`config.mk`:
```
export PLATFORM = sky130hd
export DESIGN_NAME = lbs_ready_gen
export DESIGN_NICKNAME = d
export VERILOG_FILES = /design/src/rtl/lbs_pkg.sv /design/src/rtl/lbs_phase_fsm.sv /design/src/rtl/lbs_ready_lane.sv /design/src/rtl/lbs_ready_gen.sv
export SDC_FILE = /design/constraint.sdc
export NUM_CORES = 1
export LEC_CHECK = 0
export BUFFER_PORTS_ARGS = -buffer_cell sky130_fd_sc_hd__buf_2
export CAP_MARGIN = 20
export CORE_AREA = 4 4 41 43
export DETAILED_ROUTE_END_ITERATION = 7
export DIE_AREA = 0 0 45 47
export GPL_TIMING_DRIVEN = 1
export SKIP_CTS_REPAIR_TIMING = 1
export SYNTH_ARGS = -nofsm -noshare
export SYNTH_HDL_FRONTEND = slang
export SYNTH_SLANG_ARGS = --single-unit
```
`constraint.sdc`:
```
create_clock -name clk -period 1.3 [get_ports clk]
set_clock_uncertainty 0.05 [all_clocks]
set_input_delay 0.13 -clock clk [delete_from_list [all_inputs] [get_ports clk]]
set_output_delay 0.13 -clock clk [all_outputs]
set_load 0.005 [all_outputs]
```
`src/rtl/lbs_pkg.sv`:
```
`timescale 1ns/1ps
package lbs_pkg;

    typedef enum logic [2:0] {
        PH_IDLE,
        PH_HOLD,
        PH_WAIT,
        PH_READY,
        PH_TAIL
    } lbs_phase_e;

    typedef struct packed {
        logic oe;
        logic lvl;
    } lbs_line_t;

    function automatic logic ph_drives(lbs_phase_e p);
        return (p == PH_WAIT) || (p == PH_READY);
    endfunction

    function automatic logic ph_accepts_t1(lbs_phase_e p);
        return (p == PH_IDLE) || (p == PH_TAIL);
    endfunction

endpackage

```
`src/rtl/lbs_phase_fsm.sv`:
```
`timescale 1ns/1ps
module lbs_phase_fsm
    import lbs_pkg::*;
#(
    parameter int DRIVE_T2 = 2
) (
    input  logic       clk,
    input  logic       rst,
    input  logic       strobe_n,
    input  logic       sel,
    input  logic       is_write,
    input  logic       resp_valid,
    output lbs_phase_e phase,
    output logic       rd_acc
);
    localparam int CNT_W = $clog2(DRIVE_T2 + 1);
    localparam logic [CNT_W-1:0] LAST_HOLD = CNT_W'(DRIVE_T2 - 1);

    logic [CNT_W-1:0] t2_cnt;

    always_ff @(posedge clk) begin
        if (rst) begin
            phase  <= PH_IDLE;
            t2_cnt <= '0;
            rd_acc <= 1'b0;
        end else begin
            case (phase)
                PH_IDLE, PH_TAIL: begin
                    if (!strobe_n && sel) begin
                        phase  <= PH_HOLD;
                        t2_cnt <= CNT_W'(1);
                        rd_acc <= !is_write;
                    end else begin
                        phase <= PH_IDLE;
                    end
                end
                PH_HOLD: begin
                    if (t2_cnt == LAST_HOLD) begin
                        phase <= resp_valid ? PH_READY : PH_WAIT;
                    end else begin
                        t2_cnt <= t2_cnt + CNT_W'(1);
                    end
                end
                PH_WAIT: begin
                    if (resp_valid) begin
                        phase <= PH_READY;
                    end
                end
                PH_READY: phase <= PH_TAIL;
                default:  phase <= PH_IDLE;
            endcase
        end
    end

    // a strobe during a wait does not restart the access
    a_r2_wait_ignores_strobe: assert property (@(posedge clk) disable iff (rst)
        (phase == PH_WAIT && !resp_valid) |=> (phase == PH_WAIT));

    // a wait ends in the ready phase once the response is present
    a_r3_wait_to_ready: assert property (@(posedge clk) disable iff (rst)
        (phase == PH_WAIT && resp_valid) |=> (phase == PH_READY));

endmodule

```
`src/rtl/lbs_ready_lane.sv`:
```
`timescale 1ns/1ps
module lbs_ready_lane
    import lbs_pkg::*;
(
    input  logic       clk,
    input  logic       rst,
    input  lbs_phase_e phase,
    output lbs_line_t  line
);
    logic mid_hold;

    // captured at mid-cycle: keeps the driver on for the first half of the release cycle
    always_ff @(negedge clk) begin
        if (rst) begin
            mid_hold <= 1'b0;
        end else begin
            mid_hold <= ph_drives(phase);
        end
    end

    always_comb begin
        line.oe  = ph_drives(phase) || ((phase == PH_TAIL) && mid_hold);
        line.lvl = (phase != PH_READY);
    end

endmodule

```
`src/rtl/lbs_ready_gen.sv`:
```
`timescale 1ns/1ps
module lbs_ready_gen
    import lbs_pkg::*;
#(
    parameter int DRIVE_T2 = 2,
    parameter int N_LINES  = 2
) (
    input  logic clk,
    input  logic rst,
    input  logic addr_strobe_n,
    input  logic dev_sel,
    input  logic is_write,
    input  logic resp_valid,
    input  logic fast_write,
    output logic ready_l,
    output logic ready_oe,
    output logic burst_ready_l,
    output logic burst_ready_oe,
    output logic data_oe
);
    lbs_phase_e phase;
    logic       rd_acc;
    lbs_line_t  lines [N_LINES];
    logic       unused_fast_write;

    assign unused_fast_write = fast_write;

    lbs_phase_fsm #(.DRIVE_T2(DRIVE_T2)) u_fsm (
        .clk        (clk),
        .rst        (rst),
        .strobe_n   (addr_strobe_n),
        .sel        (dev_sel),
        .is_write   (is_write),
        .resp_valid (resp_valid),
        .phase      (phase),
        .rd_acc     (rd_acc)
    );

    for (genvar g = 0; g < N_LINES; g++) begin : g_lane
        lbs_ready_lane u_lane (
            .clk   (clk),
            .rst   (rst),
            .phase (phase),
            .line  (lines[g])
        );
    end

    assign ready_l        = lines[0].lvl;
    assign ready_oe       = lines[0].oe;
    assign burst_ready_l  = lines[N_LINES-1].lvl;
    assign burst_ready_oe = lines[N_LINES-1].oe;
    assign data_oe        = ph_drives(phase) && rd_acc;

    // nothing is driven in the first T2
    a_r1_quiet_first_t2: assert property (@(posedge clk) disable iff (rst)
        (ph_accepts_t1(phase) && !addr_strobe_n && dev_sel)
        |=> (!ready_oe && !burst_ready_oe && !data_oe));

    // ready falls only after the response was seen
    a_r3_ready_needs_resp: assert property (@(posedge clk) disable iff (rst)
        $fell(ready_l) |-> $past(resp_valid));

    // ready is a single-cycle pulse
    a_r3_single_pulse: assert property (@(posedge clk) disable iff (rst)
        !ready_l |=> ready_l);

    // a low level only while driven
    a_r4_low_is_driven: assert property (@(posedge clk) disable iff (rst)
        (!ready_l |-> ready_oe) and (!burst_ready_l |-> burst_ready_oe));

    // data drivers only together with ready drivers
    a_r6_data_with_ready: assert property (@(posedge clk) disable iff (rst)
        data_oe |-> ready_oe);

endmodule

```
==> metrics.md, run 1 <==
| Metric | Value |
|---|---|
| Worst skew pair latency | around 0.25 ns |
| Status | complete, but fails checks |
| TritonRoute pass-1 iters | 2 |
| Max Cap Viol | 0 |
| Crit path largest cell delay | between 0.3 and 0.4 ns |
| Slew HR | 0.792 |
| Antenna Cells | 0 |
| R2R Path Start | u_fsm.t2_cnt[1] |
| Final wirelength | 969 um |
| Detailed Place HPWL | 673 um |
| CP Launch Type | flip-flop |
| Placed Cells | between 70 and 80 |
| Root buf cell | clkbuf_4 |
| Cell Area, Synth | 395 sq um |
| Crit path setup slack, layout | -0.473 ns |
| Io pins | 12 |
| Critical path endpoint category | primary output |
| Number of clock sinks | 7 |
| Non-filler instance count after layout | 80 |
| Static leakage | between 0.2 and 0.3 nW |
| CP Class | flip-flop to primary output |
| Share of post-route cells with drive strength above 1 | 0.585 |
| Max VDD drop | 0.000554 V |
| H-tree depth | 1 |
| Port Buffers | 10 |
| Cells after synthesis | 44 |
| Wire length on met2 | 448 um |
| Routed vias/inst | approximately 4.7 |
| Clk pin slew, worst setup/hold paths | 0.05 ns |
| Pwr Total | 598 uW |
| Final Hold Viols | 0 |
| Vias in the first global route | ~330 |
| # DRC | 0 |
| Nets | 74 |
| FP Rows | 13 |
| Routed length per instance | 12.1 um |
| Pwr per Cell Area | 995 nW/um^2 |
| Avg Inst Size Synth | 8.99 sq um |
| P&R area growth vs syn | 51.9% |
| CTS tree | done |
| RSZ-0062 raised after global routing | yes |
| Synth warnings | 0 |
| Hold/Removal Path Class | input port to flip-flop |
| Cells along the critical path | a31o_4 > buf_2 |
| Max Transition Viols Final | 0 |
| Final setup viols | 6 |
| Via count | roughly 370 |
| Worst EP arrival | 1.59 ns |
| Post-synthesis sequential area ratio | 0.354 |
| Required time worst endpoint | between 1 and 1.5 ns |
| Die W | 45 um |
| Post-synth top area share | 0.354 |
| Global-route wire length before repair | roughly 1300 um |
| Total global routing overflow | 0 |
| Worst hold start | is_write |
| Slew @ Worst Pin | 0.312 ns |
| Top sig layer | met4 |
| Die area | 2120 sq um |
| Synth area leaders | dfxtp_1 (35%), nor4b_4 (6.0%), nor2_1 (5.7%) |
| Biggest area consumer among synthesized cells | dfxtp_1 |
| Synth Net Count | 52 |
| CORE AREA | 1300 sq um |
| Die Ht | 47 um |
| Met1 WL | 460 um |
| Delay-heaviest family, CP | flip-flops |
| Failing checks | setup timing |
| Initial DRC Count | 3 |
| Num CTS Buffers | 3 |
| CP Max Fanout | 2 |
| CP startpoint | g_lane[0].u_lane.mid_hold |
| Initial Util | 0.304 |
| Final Wtd Congestion | slightly below 0.8 |
| Largest net degree at the start of global routing | 8 |
| Initial antenna violation count | 0 |
| CTS Buffer Depth | 2 |
| Routed wire length on met3 | 41 um |
| Post-synth cell types | 24 |
| Gr usage total | 0.0895 |
| WP buf/inv | 1 |
| Register bit total from synthesis | 7 |
| Post-route ant nets | 0 |
| Slowest CP cell | dfxtp_2 |
cell usage in the layout (no fill, tap or decap), types with 2 or more instances in the layout:
| cell | n |
|---|---|
| dfxtp_2 | 4 |
| nand2_1 | 2 |
| nor3_1 | 2 |
| dfxtp_1 | 3 |
| buf_2 | 10 |
| nor2_1 | 6 |
| clkbuf_4 | 3 |
| buf_4 | 9 |
| o21ai_0 | 2 |
| inv_1 | 5 |
synth_stat cells:
cell type and number:
nor3_1 2, nand3b_1 1, dfxtp_1 7, o41ai_1 1, and2b_2 1, clkbuf_1 1
buf_4 2, a221oi_2 1, a31o_2 1, nor2b_1 1, buf_6 1, nor2_1 6
inv_1 5, o21a_1 1, a211oi_1 2, a221oi_1 1, nor4b_4 1, or4b_1 1
nor4b_1 1, and2_1 1, o21ai_0 2, o21ai_2 1, nand2_1 2, ha_1 1
stage by stage:
step | util | hold WS, ns | instance area, sq um | TNS (ns) | worst slack [ns]
finish | 0.462 | 0.00694 | 601 | -1.07 | -0.473
floorplan | - | 0.176 | 398 | -0.357 | -0.165
CTS | 0.423 | -0.000906 | 551 | -1.13 | -0.477
global route | 0.462 | 0.00229 | 601 | -1.37 | -0.526
global placement | 0.403 | 0.263 | 524 | -0.290 | -0.145
detailed placement | 0.403 | 0.266 | 524 | -0.325 | -0.156
registers in the layout (all words and copies together) (netlist names):
name and flops:
u_fsm.phase 3, u_fsm.t2_cnt 2, g_lane.u_lane.mid_hold 1, u_fsm.rd_acc 1
path summary, 6_finish.rpt:
check	to	slack (ns)	cells after the start
max reg2reg	u_fsm.t2_cnt[0]	-0.01	5
max	burst_ready_oe	-0.47	2
min reg2reg	u_fsm.rd_acc	0.48	2
min	u_fsm.rd_acc	0.007	2
worst reg2reg max path, stage by stage, from the launching register on:
cell and delay (ns):
dfxtp_2 0.32, inv_2 0.04, ha_4 0.15, or4b_4 0.48, o21ai_2 0.08, a221oi_2 0.07
layout make-up:
class	instances	area, sq um
Tap cell	15	18.8
Inverter	4	15.0
Timing Repair Buffer	21	149
Multi-Input combinational cell	28	243
Clock inverter	2	7.51
Clock buffer	3	22.5
Fill cell	138	701
Sequential cell	7	145
where the power goes:
group,internal (mW),switching (mW)
registers,0.229,0.0141
logic,0.0861,0.0632
clock network,0.114,0.0916
layer usage:
layer	vias up	global-route usage
met3	2	0.0345
li1	198	-
met4	0	0.0526
met5	-	0
met2	11	0.133
met1	161	0.110
kinds of logic after synthesis:
kind of cell | Yosys count | synth area share
compound gates | 10 | 0.209
fa+ha+maj | 1 | 0.0316
buf+inv | 9 | 0.123
flops | 7 | 0.354
simple gates | 17 | 0.282
Power figures use the tool's default switching activity.
==> inputs of run 2 (changes only) <==
--- a/config.mk
+++ b/config.mk
@@ -11,6 +11,7 @@
 export DETAILED_ROUTE_END_ITERATION = 7
 export DIE_AREA = 0 0 45 47
 export GPL_TIMING_DRIVEN = 1
+export SETUP_SLACK_MARGIN = 0.15
 export SKIP_CTS_REPAIR_TIMING = 1
 export SYNTH_ARGS = -nofsm -noshare
 export SYNTH_HDL_FRONTEND = slang
==> metrics.md, run 2 (synthesized netlist as in run 1, its figures left out) <==
| Metric | Value |
|---|---|
| Via count | 396 (was 372) |
| Fin Setup TNS | -1.21 ns (was -1.07 ns) |
| Final setup viols | 7 (was 6) |
| Post-route ant nets | 0 (unchanged) |
| Global-route wire length before repair | 1530 um (was 1320 um) |
| Clk pin slew, worst setup/hold paths | 0.05 ns (about the same) |
| Max Transition Viols Final | 0 (unchanged) |
| Psw | 187 uW (was 169 uW) |
| Share of post-route cells with drive strength above 1 | 0.731 (was 0.585) |
| Crit path setup slack, layout | -0.490 ns (was -0.473 ns) |
| Final Hold Viols | 1 (was 0) |
| Failing checks | hold timing, setup timing (was setup timing) |
| Utilization after layout | 0.538 (was 0.462) |
| Final Wtd Congestion | 0.732 (was 0.769) |
| Vias in the first global route | 380 (was 326) |
| Slew @ Worst Pin | 0.279 ns (was 0.312 ns) |
| Hold/Removal Path Class | input port to flip-flop (unchanged) |
| P&R area growth vs syn | 77.2% (was 51.9%) |
| Gr usage total | 0.100 (was 0.0895) |
| Initial antenna violation count | 0 (unchanged) |
| Port Buffers | 10 (unchanged) |
| Routed length per instance | 13.6 um (was 12.1 um) |
| Critical path endpoint category | primary output (unchanged) |
| Biggest register | u_fsm.phase (unchanged) |
| Worst EP arrival | 1.61 ns (was 1.59 ns) |
| Int Power | 445 uW (was 429 uW) |
| Die area | 2120 sq um (unchanged) |
| FP Rows | 13 (unchanged) |
| Net Sw Frac | 0.296 (was 0.283) |
| Pre-CTS setup slack | -0.154 ns (was -0.156 ns) |
| Pwr per Cell Area | 902 nW/um^2 (was 995 nW/um^2) |
| Pwr Total | 632 uW (was 598 uW) |
| RSZ-0062 raised after global routing | yes (unchanged) |
| R2R Setup Slk | -0.09 ns (was -0.01 ns) |
| Die W | 45 um (unchanged) |
| Largest net degree at the start of global routing | 11 (was 8) |
| CP Launch Type | flip-flop (unchanged) |
| Hold WS | -0.00890 ns (was 0.00694 ns) |
| Number of clock sinks | 7 (unchanged) |
| Final wirelength | 1120 um (was 969 um) |
| Top Registers | u_fsm.phase x3, u_fsm.t2_cnt x2 (unchanged) |
| Nets | 76 (was 74) |
| CTS Buffer Depth | 2 (unchanged) |
| Max VDD drop | 0.000495 V (was 0.000554 V) |
| Total global routing overflow | 0 (unchanged) |
| CP Max Fanout | 2 (unchanged) |
| TritonRoute pass-1 iters | 2 (unchanged) |
| Commonest non-fill, non-tap cell in the layout | buf_6 (was buf_2) |
| Initial DRC Count | 8 (was 3) |
| Required time worst endpoint | 1.12 ns (about the same) |
| # DRC | 0 (unchanged) |
| Most frequent cells in the layout | buf_6 (10), buf_4 (7), nor2_1 (6), buf_2 (6), dfxtp_2 (5) (was buf_2 (10), buf_4 (9), nor2_1 (6)) |
| Num CTS Buffers | 3 (unchanged) |
| Status | complete, but fails checks (unchanged) |
| Static leakage | 0.297 nW (was 0.261 nW) |
| Initial Util | 0.304 (unchanged) |
| Routed vias/inst | 4.83 (was 4.65) |
| Max Cap Viol | 0 (unchanged) |
| CTS tree | done (unchanged) |
| Slew HR | 0.814 (was 0.792) |
| H-tree depth | 1 (unchanged) |
| Io pins | 12 (unchanged) |
| CP Class | flip-flop to primary output (unchanged) |
| Logic pwr share | 0.278 (was 0.250) |
| Worst skew pair latency | 0.26 ns (was 0.25 ns) |
| Antenna Cells | 0 (unchanged) |
| Die Ht | 47 um (unchanged) |
| Clock power frac | 0.327 (was 0.343) |
| Root buf cell | clkbuf_4 (unchanged) |
| Reg power frac | 0.395 (was 0.407) |
| Max FFs per register | 3 (unchanged) |
| CORE AREA | 1300 sq um (unchanged) |
| Detailed Place HPWL | 612 um (was 673 um) |
==> run 2: changes by cell type in the layout (fill, tap and decap cells not counted), moves of 2 or more <==
cell     previous run  this run
nor3_2              0         2
buf_6               1        10
nor3_1              2         0
buf_2              10         6
dfxtp_1             3         1
buf_4               9         7
==> run 2: path summary, 6_finish.rpt <==
check                             from                        end  cells past startpoint
max reg2reg             u_fsm.phase[1]  g_lane[0].u_lane.mid_hold                      3
min                           is_write               u_fsm.rd_acc                      2
max          g_lane[0].u_lane.mid_hold             burst_ready_oe                      2
min reg2reg             u_fsm.phase[2]             u_fsm.phase[1]                      1
==> run 2: power by group through the flow <==
stage | registers (mW) | clock network (mW) | logic [mW]
global route | 0.252 | 0.245 | 0.193
CTS | 0.242 | 0.219 | 0.115
finish | 0.249 | 0.207 | 0.176
floorplan | 0.241 | 0.00963 | 0.0826
global placement | 0.247 | 0.00963 | 0.113
detailed placement | 0.247 | 0.00963 | 0.114
==> run 2: area by class of cell <==
class	instances	area, sq um
timing repair buffer	23	195
clock buffer	3	22.5
tap	15	18.8
fill	128	601
clock inverter	2	7.51
sequential	7	150
inverter	4	15.0
multi-input combinational	28	292
==> run 2: metrics by stage <==
step	std cells	hold WS, ns	cell area (sq um)
2_1_floorplan	44	0.176	399
3_3_place_gp	72	0.264	490
3_5_place_dp	72	0.262	490
4_1_cts	76	-0.0146	517
5_1_grt	82	-0.000233	701
6_report	82	-0.00890	701
==> run 2: critical path, cell delays in order (launching register included) <==
cell,delay (ns)
dfxtp_2,0.31
a31o_4,0.23
buf_6,0.11
==> run 2: per-layer routing <==
metal	wire, um	vias up	global-route usage
met2	550	12	0.141
met1	455	179	0.135
met3	61	4	0.0230
met5	0	-	0
met4	48	0	0.0702
li1	-	201	-
==> inputs of run 3 (changes only) <==
--- a/config.mk
+++ b/config.mk
@@ -11,6 +11,7 @@
 export DETAILED_ROUTE_END_ITERATION = 7
 export DIE_AREA = 0 0 45 47
 export GPL_TIMING_DRIVEN = 1
+export PLACE_DENSITY = 0.5
 export SETUP_SLACK_MARGIN = 0.15
 export SKIP_CTS_REPAIR_TIMING = 1
 export SYNTH_ARGS = -nofsm -noshare
==> metrics.md, run 3 (synthesized netlist as in run 1, its figures left out) <==
| Metric | Value |
|---|---|
| Die W | 45 um (unchanged) |
| CP Launch Type | flip-flop (unchanged) |
| Global-route wire length before repair | 1480 um (was 1530 um) |
| Max VDD drop | 0.000497 V (was 0.000495 V) |
| CP Max Fanout | 2 (unchanged) |
| Routed vias/inst | 4.74 (was 4.83) |
| P&R area growth vs syn | 60.8% (was 77.2%) |
| CTS tree | done (unchanged) |
| Critical path endpoint category | primary output (unchanged) |
| Logic pwr share | 0.238 (was 0.278) |
| Status | complete, but fails checks (unchanged) |
| Static leakage | 0.289 nW (was 0.297 nW) |
| Delay-heaviest family, CP | flip-flops (unchanged) |
| # DRC | 0 (unchanged) |
| Most frequent cells in the layout | buf_4 (9), buf_2 (8), buf_6 (6) (was buf_6 (10), buf_4 (7), nor2_1 (6), buf_2 (6), dfxtp_2 (5)) |
| Worst EP arrival | 1.56 ns (was 1.61 ns) |
| Pwr per Cell Area | 962 nW/um^2 (was 902 nW/um^2) |
| Share of post-route cells with drive strength above 1 | 0.672 (was 0.731) |
| Hold WS | 0.00931 ns (was -0.00890 ns) |
| H-tree depth | 1 (unchanged) |
| Hold/Removal Path Class | input port to flip-flop (unchanged) |
| Gr usage total | 0.0990 (was 0.100) |
| Failing checks | setup timing (was hold timing, setup timing) |
| Die Ht | 47 um (unchanged) |
| RSZ-0062 raised after global routing | yes (unchanged) |
| Slew HR | 0.816 (was 0.814) |
| Reg power frac | 0.406 (was 0.395) |
| Crit path largest cell delay | 0.29 ns (was 0.31 ns) |
| Largest net degree at the start of global routing | 11 (unchanged) |
| Initial antenna violation count | 0 (unchanged) |
| Max Transition Viols Final | 0 (unchanged) |
| Final wirelength | 1000 um (was 1120 um) |
| Clk pin slew, worst setup/hold paths | 0.06 ns (was 0.05 ns) |
| Clock power frac | 0.356 (was 0.327) |
| Port Buffers | 10 (unchanged) |
| Utilization after layout | 0.488 (was 0.538) |
| Required time worst endpoint | 1.12 ns (about the same) |
| TritonRoute pass-1 iters | 4 (was 2) |
| Root buf cell | clkbuf_4 (unchanged) |
| Worst skew pair latency | 0.25 ns (was 0.26 ns) |
| Top Registers | u_fsm.phase x3, u_fsm.t2_cnt x2 (unchanged) |
| Crit path setup slack, layout | -0.445 ns (was -0.490 ns) |
| Total global routing overflow | 0 (unchanged) |
| Net Sw Frac | 0.301 (was 0.296) |
| WHS Path Cells | 2 (unchanged) |
| CORE AREA | 1300 sq um (unchanged) |
| Vias in the first global route | 332 (was 380) |
| CTS Buffer Depth | 2 (unchanged) |
| Io pins | 12 (unchanged) |
| Routed length per instance | 12.2 um (was 13.6 um) |
| Final Wtd Congestion | 0.699 (was 0.732) |
| Max Cap Viol | 0 (unchanged) |
| Antenna Cells | 0 (unchanged) |
| Die area | 2120 sq um (unchanged) |
| Commonest non-fill, non-tap cell in the layout | buf_4 (was buf_6) |
| Initial DRC Count | 3 (was 8) |
| Biggest register | u_fsm.phase (unchanged) |
| Max FFs per register | 3 (unchanged) |
| Number of clock sinks | 7 (unchanged) |
| Via count | 389 (was 396) |
| Slowest CP cell | dfxtp_1 (was dfxtp_2) |
| Detailed Place HPWL | 646 um (was 612 um) |
| Slew @ Worst Pin | 0.274 ns (was 0.279 ns) |
| FP Rows | 13 (unchanged) |
| Final Hold Viols | 0 (was 1) |
| WP buf/inv | 1 (unchanged) |
| Nets | 76 (unchanged) |
| Pwr Total | 612 uW (was 632 uW) |
| Psw | 184 uW (was 187 uW) |
| Num CTS Buffers | 3 (unchanged) |
| Fin Setup TNS | -1.34 ns (was -1.21 ns) |
| Cells on worst reg2reg path | 5 (was 3) |
| Cells along the critical path | a31o_2 > buf_2 (was a31o_4 > buf_6) |
| CP Class | flip-flop to primary output (unchanged) |
| Final setup viols | 8 (was 7) |
| Int Power | 428 uW (was 445 uW) |
| Post-route ant nets | 0 (unchanged) |
| Initial Util | 0.304 (unchanged) |
| Crit path depth | 2 (unchanged) |
## run 3: cell types whose count changed in the layout (fill, tap and decap cells not counted), moves of 2 or more
cell	before	now
buf_4	7	9
buf_2	6	8
dfxtp_1	1	3
buf_6	10	6
## run 3: final cells by class
cell class,instances,area [sq um]
well taps,15,18.8
clock inverters,2,7.51
flip-flops and latches,7,145
clock buffers,3,22.5
repair buffers,23,175
inverters,4,15.0
multi-input cells,28,251
fillers,135,666
## run 3: path summary, 6_finish.rpt
kind	startpoint	to	slack, ns
hold reg to reg	u_fsm.phase[2]	u_fsm.phase[1]	0.44
hold / removal	is_write	u_fsm.rd_acc	0.009
setup reg to reg	u_fsm.phase[1]	u_fsm.t2_cnt[0]	-0.12
setup / recovery	g_lane[0].u_lane.mid_hold	burst_ready_oe	-0.44
## run 3: power groups by stage
stage,Sequential (mW),Clock (mW),Combinational [mW]
after floorplan,0.241,0.00963,0.0826
after global placement,0.247,0.00963,0.112
after detailed placement,0.248,0.00963,0.112
after CTS,0.243,0.216,0.113
after global routing,0.250,0.231,0.164
final,0.248,0.218,0.146
## run 3: per-stage QoR
step	std cells	worst slack [ns]	area, sq um
after floorplan	44	-0.165	399
after global placement	72	-0.144	490
after detailed placement	72	-0.151	490
after CTS	76	-0.473	517
after global routing	82	-0.476	636
final	82	-0.445	636
## run 3: metal layers
metal / vias up / global-route usage / share of wire
li1: 202 / - / -
met1: 180 / 0.124 / 0.47
met2: 7 / 0.147 / 0.49
met3: 0 / 0.0268 / 0.041
met4: 0 / 0.0702 / 0
met5: - / 0 / 0
